==> src/rtl/cgm_row_decoder.sv <==
module cgm_row_decoder #(
  parameter int ROW_BITS = 2,
  localparam int ROWS = 1 << ROW_BITS
) (
  input  logic [ROW_BITS-1:0] row_sel,
  output logic [ROWS-1:0]     row_line
);
  for (genvar r = 0; r < ROWS; r++) begin : g_line
    assign row_line[r] = (row_sel == ROW_BITS'(r));
  end
endmodule

==> src/rtl/cgm_column_path.sv <==
module cgm_column_path #(
  parameter int COL_BITS = 2,
  localparam int COLS = 1 << COL_BITS
) (
  input  logic [COL_BITS-1:0] col_sel,
  input  logic [COLS-1:0]     bit_lines,
  input  logic                wr_go,
  output logic                rd_bit,
  output logic [COLS-1:0]     col_wr
);
  // Read side: pick one bit line.
  assign rd_bit = bit_lines[col_sel];

  // Write side: route the commit strobe to one column.
  for (genvar c = 0; c < COLS; c++) begin : g_demux
    assign col_wr[c] = wr_go && (col_sel == COL_BITS'(c));
  end
endmodule

==> src/rtl/cgm_cell_array.sv <==
module cgm_cell_array #(
  parameter int ROW_BITS = 2,
  parameter int COL_BITS = 2,
  localparam int ROWS  = 1 << ROW_BITS,
  localparam int COLS  = 1 << COL_BITS,
  localparam int CELLS = ROWS * COLS
) (
  input  logic             clk,
  input  logic             rst,
  input  logic [ROWS-1:0]  row_line,
  input  logic [COLS-1:0]  col_wr,
  input  logic             wr_bit,
  output logic [COLS-1:0]  bit_lines,
  output logic [CELLS-1:0] cells
);
  for (genvar r = 0; r < ROWS; r++) begin : g_row
    logic [COLS-1:0] row_q;
    always_ff @(posedge clk) begin
      if (rst) begin
        row_q <= '0;
      end else if (row_line[r]) begin
        for (int c = 0; c < COLS; c++) begin
          if (col_wr[c]) row_q[c] <= wr_bit;
        end
      end
    end
    assign cells[r*COLS +: COLS] = row_q;
  end

  // Bit lines carry the cells of whichever row is active.
  always_comb begin
    bit_lines = '0;
    for (int r = 0; r < ROWS; r++) begin
      if (row_line[r]) bit_lines = bit_lines | cells[r*COLS +: COLS];
    end
  end
endmodule

==> src/rtl/cgm_strobe_tracker.sv <==
module cgm_strobe_tracker #(
  parameter int ADDR_W = 4
) (
  input  logic              clk,
  input  logic              rst,
  input  logic              sel_n,
  input  logic              wr_en_n,
  input  logic [ADDR_W-1:0] addr,
  output logic              pulse_now,
  output logic              commit,
  output logic              addr_fault
);
  logic              pulse_q;
  logic [ADDR_W-1:0] addr_q;

  assign pulse_now = !sel_n && !wr_en_n;

  always_ff @(posedge clk) begin
    if (rst) begin
      pulse_q <= 1'b0;
      addr_q  <= '0;
    end else begin
      pulse_q <= pulse_now;
      addr_q  <= addr;
    end
  end

  // Rising edge of the sampled strobe, while the chip stays selected.
  assign commit     = pulse_q && !sel_n && wr_en_n;
  assign addr_fault = pulse_q && pulse_now && (addr != addr_q);
endmodule

==> src/rtl/cell_grid_mem.sv <==
module cell_grid_mem #(
  parameter int ROW_BITS = 2,
  parameter int COL_BITS = 2,
  localparam int ADDR_W = ROW_BITS + COL_BITS,
  localparam int ROWS   = 1 << ROW_BITS,
  localparam int COLS   = 1 << COL_BITS,
  localparam int CELLS  = ROWS * COLS
) (
  input  logic              clk,
  input  logic              rst,
  input  logic              sel_n,
  input  logic              rd_en_n,
  input  logic              wr_en_n,
  input  logic [ADDR_W-1:0] addr,
  input  logic              din,
  output logic              dout,
  output logic              dout_oe,
  output logic              addr_fault
);
  logic [ROWS-1:0]  row_line;
  logic [COLS-1:0]  col_wr;
  logic [COLS-1:0]  bit_lines;
  logic [CELLS-1:0] cells;
  logic             rd_bit;
  logic             pulse_now;
  logic             commit;

  cgm_strobe_tracker #(.ADDR_W(ADDR_W)) u_strobe (
    .clk(clk), .rst(rst), .sel_n(sel_n), .wr_en_n(wr_en_n), .addr(addr),
    .pulse_now(pulse_now), .commit(commit), .addr_fault(addr_fault)
  );

  cgm_row_decoder #(.ROW_BITS(ROW_BITS)) u_rows (
    .row_sel(addr[ROW_BITS-1:0]), .row_line(row_line)
  );

  cgm_column_path #(.COL_BITS(COL_BITS)) u_cols (
    .col_sel(addr[ADDR_W-1:ROW_BITS]), .bit_lines(bit_lines), .wr_go(commit),
    .rd_bit(rd_bit), .col_wr(col_wr)
  );

  cgm_cell_array #(.ROW_BITS(ROW_BITS), .COL_BITS(COL_BITS)) u_array (
    .clk(clk), .rst(rst), .row_line(row_line), .col_wr(col_wr), .wr_bit(din),
    .bit_lines(bit_lines), .cells(cells)
  );

  // Read gating: a held write enable blocks the output driver.
  assign dout_oe = !sel_n && !rd_en_n && wr_en_n;
  assign dout    = dout_oe && rd_bit;
endmodule

==> config.mk <==
export PLATFORM = sky130hd
export DESIGN_NAME = cell_grid_mem
export DESIGN_NICKNAME = d
export VERILOG_FILES = /design/src/rtl/cgm_row_decoder.sv /design/src/rtl/cgm_column_path.sv /design/src/rtl/cgm_cell_array.sv /design/src/rtl/cgm_strobe_tracker.sv /design/src/rtl/cell_grid_mem.sv
export SDC_FILE = /design/constraint.sdc
export NUM_CORES = 1
export LEC_CHECK = 0
export BUFFER_PORTS_ARGS = -buffer_cell sky130_fd_sc_hd__buf_4
export CELL_PAD_IN_SITES_DETAIL_PLACEMENT = 0
export CELL_PAD_IN_SITES_GLOBAL_PLACEMENT = 1
export CORE_MARGIN = 3
export CORE_UTILIZATION = 43
export CTS_CLUSTER_DIAMETER = 120
export DETAILED_ROUTE_END_ITERATION = 8
export PLACE_DENSITY_LB_ADDON = 0.25
export SKIP_CTS_REPAIR_TIMING = 1
export SLEW_MARGIN = 20
export SYNTH_ARGS = -nofsm -noshare
export SYNTH_HDL_FRONTEND = slang
export SYNTH_SLANG_ARGS = --single-unit
==> constraint.sdc <==
create_clock -name clk -period 2 [get_ports clk]
set_clock_uncertainty 0.2 [all_clocks]
set_input_delay 0.4 -clock clk [delete_from_list [all_inputs] [get_ports clk]]
set_output_delay 0.4 -clock clk [all_outputs]
set_load 0.005 [all_outputs]
Word level (Yosys, flattened, before mapping)
Cells that the tools add are included.
W data, S select, Z words.
{"block": "totals", "out_inout_bits": 3, "register_bits": 21, "inputBits": 10}
{"block": "classes", "n_lt_le_gt_ge": 1, "n_eq_ne": 7, "mux": 6, "reduce_logical": 33, "bitwise_logic": 3}
{"op": "$reduce_and A2 Y1", "n": 16}
{"op": "$mux W4", "n": 4}
{"op": "$logic_and A1 B1 Y1", "n": 12}
{"op": "$or A4 B4 Y4", "n": 3}
{"op": "$eq A2 B2 Y1 const B", "n": 4}
{"op": "$eq A2 B1 Y1 const B", "n": 2}
{"op": "$logic_not A2 Y1", "n": 2}
{"op": "$ne A4 B4 Y1", "n": 1}
{"op": "$logic_not A1 Y1", "n": 3}
{"op": "$lt A2 B3 Y1 const B", "n": 1}
{"op": "$bmux W1 S2", "n": 1}
{"op": "$mux W1", "n": 1}

Depth between registers and ports, before layout
{"block": "logic_depth", "depth_word": 11, "depth_mapped": 5}

By module
From an unflattened synthesis, not the netlist that was laid out.
{"block": "hier_totals", "cells_unflattened": 117, "area_unflattened_um2": 1157.4}
{"mod": "cgm_cell_array", "instances": 1, "seq_area_each_um2": 320.3, "cells_each": 87, "area_each_um2": 859.6}
{"mod": "cgm_strobe_tracker", "instances": 1, "seq_area_each_um2": 100.1, "cells_each": 19, "area_each_um2": 193.9}
{"mod": "cgm_column_path", "instances": 1, "seq_area_each_um2": 0.0, "cells_each": 5, "area_each_um2": 57.6}
{"mod": "cgm_row_decoder", "instances": 1, "seq_area_each_um2": 0.0, "cells_each": 4, "area_each_um2": 26.3}
{"mod": "cell_grid_mem", "instances": 1, "seq_area_each_um2": 0.0, "cells_each": 2, "area_each_um2": 20.0}

Least setup slack after synthesis
OpenSTA, ideal clock, no wires.
{"block": "synth_path", "path_type": "input-to-output", "startpoint": "in addr[1]", "endpoint": "out dout", "t_required_ns": 1.400, "path_buffers": 1, "arrival_ns": 1.213, "setup_slack_ns": 0.187, "cell_stages": 4, "cell_sequence": "buf_2 > mux2_2 > a211oi_1 > a211oi_1"}
{"block": "synth_between", "elab_chain_len": 11}
{"element": "from (decl)", "line_no": "cell_grid_mem.sv:14", "source": "input logic [ADDR_W-1:0] addr,"}
{"element": "$logic_not A2 Y1", "line_no": "cgm_row_decoder.sv:9", "source": "assign row_line[r] = (row_sel == ROW_BITS'(r));"}
{"element": "$mux W4", "line_no": "cgm_cell_array.sv:34", "source": "if (row_line[r]) bit_lines = bit_lines | cells[r*COLS +: COLS];"}
{"element": "$or A4 B4 Y4", "line_no": "cgm_cell_array.sv:34"}
{"element": "$mux W4", "line_no": "cgm_cell_array.sv:34"}
{"element": "$or A4 B4 Y4", "line_no": "cgm_cell_array.sv:34"}
{"element": "$mux W4", "line_no": "cgm_cell_array.sv:34"}
{"element": "$or A4 B4 Y4", "line_no": "cgm_cell_array.sv:34"}
{"element": "$mux W4 (*)", "line_no": "cgm_cell_array.sv:34"}
{"element": "$bmux W1 S2 (*)", "line_no": "cgm_column_path.sv:12", "source": "assign rd_bit = bit_lines[col_sel];"}
{"element": "$mux W1 (not written as such) (*)", "line_no": "cgm_column_path.sv:12"}
{"element": "$logic_and A1 B1 Y1 (*)", "line_no": "cell_grid_mem.sv:49", "source": "assign dout = dout_oe && rd_bit;"}
{"element": "to (decl)", "line_no": "cell_grid_mem.sv:16", "source": "output logic dout,"}
Mark *: on every way between the ends. The rest lies on a longest branch, timed or not. The select of a mux whose other input is x is not followed.

Worst setup path in the final report
{"block": "layout_path", "startpoint": "reg u_array.g_row[3].row_q[0]", "endpoint": "out dout"}
{"block": "layout_between", "elab_chain_len": 5}
{"element": "from (decl)", "line_no": "cgm_cell_array.sv:17", "source": "logic [COLS-1:0] row_q;"}
{"element": "from (signal, indexed assignment)", "line_no": "cgm_cell_array.sv:23", "source": "if (col_wr[c]) row_q[c] <= wr_bit;"}
{"element": "$or A4 B4 Y4", "line_no": "cgm_cell_array.sv:34"}
{"element": "$mux W4", "line_no": "cgm_cell_array.sv:34"}
{"element": "$bmux W1 S2", "line_no": "cgm_column_path.sv:12"}
{"element": "$mux W1 (not written as such)", "line_no": "cgm_column_path.sv:12"}
{"element": "$logic_and A1 B1 Y1", "line_no": "cell_grid_mem.sv:49"}
No other way between the ends. The select of a mux whose other input is x is not followed.

==> impl_metrics.tcl <==
set metrics [dict create \
    clockPowerShare 0.283 \
    die-area_sq_um 3100 \
    cpPeakStageDelay_ps 470 \
    crit_chain "mux4_2 -> o31ai_2 -> a211oi_1 -> buf_4" \
    path_buf_inv 1 \
    yosysSeqAreaShare 0.397 \
    grt_pass1_wl_microns 3570 \
    grtUsageTotal 0.143 \
    min_from "sel_n" \
    leakagePower_uw 0.000462 \
    place_hpwl_microns 1540 \
    intPower_uw 544 \
    drtAntennaViolNets 0 \
    cts_tree "done" \
    nNetsFinal 132 \
    vias_per_cell 5.40 \
    final.setup.worst_slack_ps -113 \
    clockRootBuffer "clkbuf_4" \
    gr-total-overflow 0 \
    layout-drive-gt1-share 0.289 \
    maxCapViolCount 0 \
    rsz0062_at_grt "true" \
    netlist_area_sq_um 1060 \
    vias 804 \
    start_kind "flip-flop" \
    r2r_start "u_strobe.pulse_q$_SDFF_PP0_" \
    synth_top_area_frac 0.397 \
    tightest_slew_ps 343 \
    dp_cells 145 \
    max_freq_mhz 473 \
    power_switching_uw 181 \
    htreeDepth 1 \
    pwr-share-seq 0.590 \
    slew_violations 0 \
    finalHoldViolations 0 \
    multi_input_area_sq_um 616 \
    r2r_slack_ps 440 \
    place_ws_ps -100 \
    initial_core_util 0.466 \
    syn_inst 107 \
    io_buffers 12 \
    fin_setup_tns_ps -113 \
    switching_share 0.250 \
    wl_per_cell_microns 14.2 \
    fin_crit_ps 2110 \
    final_cells 149 \
    worstPathMaxFanout 2 \
    gp_congestion 0.744 \
    pin_count 13 \
    dieHeight_microns 55.6 \
    std_cell_rows 17 \
    avgSynthCellArea_sq_um 9.90 \
    hold_class "in -> reg" \
    endpoint_kind "primary output" \
    die_x_microns 55.6 \
    final-setup-viol-count 1 \
    crit_slowest_cell "mux4_2" \
    violations "setup timing" \
    synth.distinct_cells 26 \
    grt_pass1_vias 807 \
    synth_warnings 0 \
    cp_top_family "multiplexers" \
    wl_microns 2120 \
    p_per_area_nw_per_um2 579 \
    power_uw 725 \
    fillers 219 \
    cp.arrival_ps 1510 \
    clkLatencyLatePin_ps 300 \
    core-area_sq_um 2280 \
    worstSetupPathType "reg -> out" \
    synth_area_leaders "dfxtp_1 (40%), mux2i_1 (17%), nor2_1 (6.7%)" \
    register_area_sq_um 427 \
    startpoint "u_array.g_row[3].row_q[0]$_SDFFE_PP0P_" \
    grt_max_degree 22 \
    slew_headroom 0.769 \
    drt_pass1_iterations 4 \
    drc 0 \
    cts_buffers 3 \
    finalCritPeriodShare 1.06 \
    combPwrFrac 0.127 \
    synth.ff_latch_count 21 \
    clkTransAtPathRegs_ps 120 \
    diodes 0 \
    dr.first_iter.drc_count 20 \
    synth_fp_nets 117 \
    cts_buffer_depth 2 \
    cts_sinks 21 \
    peakVddDrop_mv 0.322 \
    synth_area_leader_cell "dfxtp_1" \
    required_ps 1400 \
    antenna_found_initial 0 \
    syn_to_final_growth_pct 18.1 \
    outcome "finished, violations left" \
]
## Yosys cell counts
cell type  instances
nor4b_1            1
a211oi_1           2
nor3b_1            1
nor2_1            19
nand2b_1           3
nand3b_4           1
mux2i_1           18
nor4_1             5
nor4b_2            1
mux4_1             1
mux4_2             2
clkbuf_1           2
nand3_1            2
o31ai_1            1
dfxtp_1           21
and4b_1            1
nor2b_1            3
buf_4              1
nand4b_1           1
mux2_2             1
inv_1              1
buf_2              3
nand2_1            1
buf_6              1
xor2_1             4
nor3_1            10
## path summary, 6_finish.rpt
path	cells after the start	to
worst min register to register	2	u_array.g_row[3].row_q[3]$_SDFFE_PP0P_
worst max-delay path	4	dout
worst min-delay path	2	u_strobe.pulse_q$_SDFF_PP0_
worst max register to register	4	u_array.g_row[2].row_q[3]$_SDFFE_PP0P_
## final cells by class
cell class                 count  area share
inverter                       1     0.00300
clock buffer                   4      0.0210
sequential                    21       0.341
timing repair buffer          17       0.115
tap                           28      0.0280
multi-input combinational     78       0.492
## metal layers
layer | wire length [microns] | vias up | global-route usage
li1 | - | 409 | -
met1 | 1050 | 375 | 0.191
met2 | 941 | 15 | 0.220
met3 | 86 | 5 | 0.0348
met4 | 42 | 0 | 0.0625
met5 | 0 | - | 0
## cell families (layout without fill, tap and decap cells)
kind of cell	count (synthesis)	in the layout	share of synthesized area
multiplexers	22	22	0.248
buffers and inverters	8	22	0.0425
flip-flops	21	21	0.397
XOR/XNOR	4	4	0.0331
AND/OR/NAND/NOR	49	49	0.259
AO/OA/AOI/OAI	3	3	0.0212
## flip-flops by register name (all words and copies together), names as in the netlist
signal	cells
u_strobe.addr_q	4
u_strobe.pulse_q	1
u_array.g_row.row_q	16
## metrics by stage
stage | instance area (sq um) | hold slack (ps) | utilization
final | 1250 | 101 | 0.550
after global routing | 1250 | 80.0 | 0.550
after CTS | 1220 | 74.6 | 0.536
after detailed placement | 1190 | 284 | 0.524
after global placement | 1190 | 274 | 0.524
after floorplan | 1060 | 251 | -
## power by group through the flow
stage	Sequential, uW	Clock [uW]	Combinational, uW
3_3_place_gp	436	0	85.8
4_1_cts	427	215	86.9
5_1_grt	429	230	100
3_5_place_dp	436	0	86.7
2_1_floorplan	436	0	48.9
6_report	428	205	92.0
## cells in the final DEF (no fill, tap or decap), types with 2 or more instances in the layout
cell      instances
nor2_1           19
clkbuf_4          3
nand3_1           2
mux2i_1          18
xor2_1            3
nor2b_1           3
nand2b_1          3
nor4b_2           2
nor3_1           10
a211oi_1          2
nor4_1            4
mux4_2            3
dfxtp_2           5
buf_4            15
dfxtp_1          16
Power figures use the tool's default switching activity.
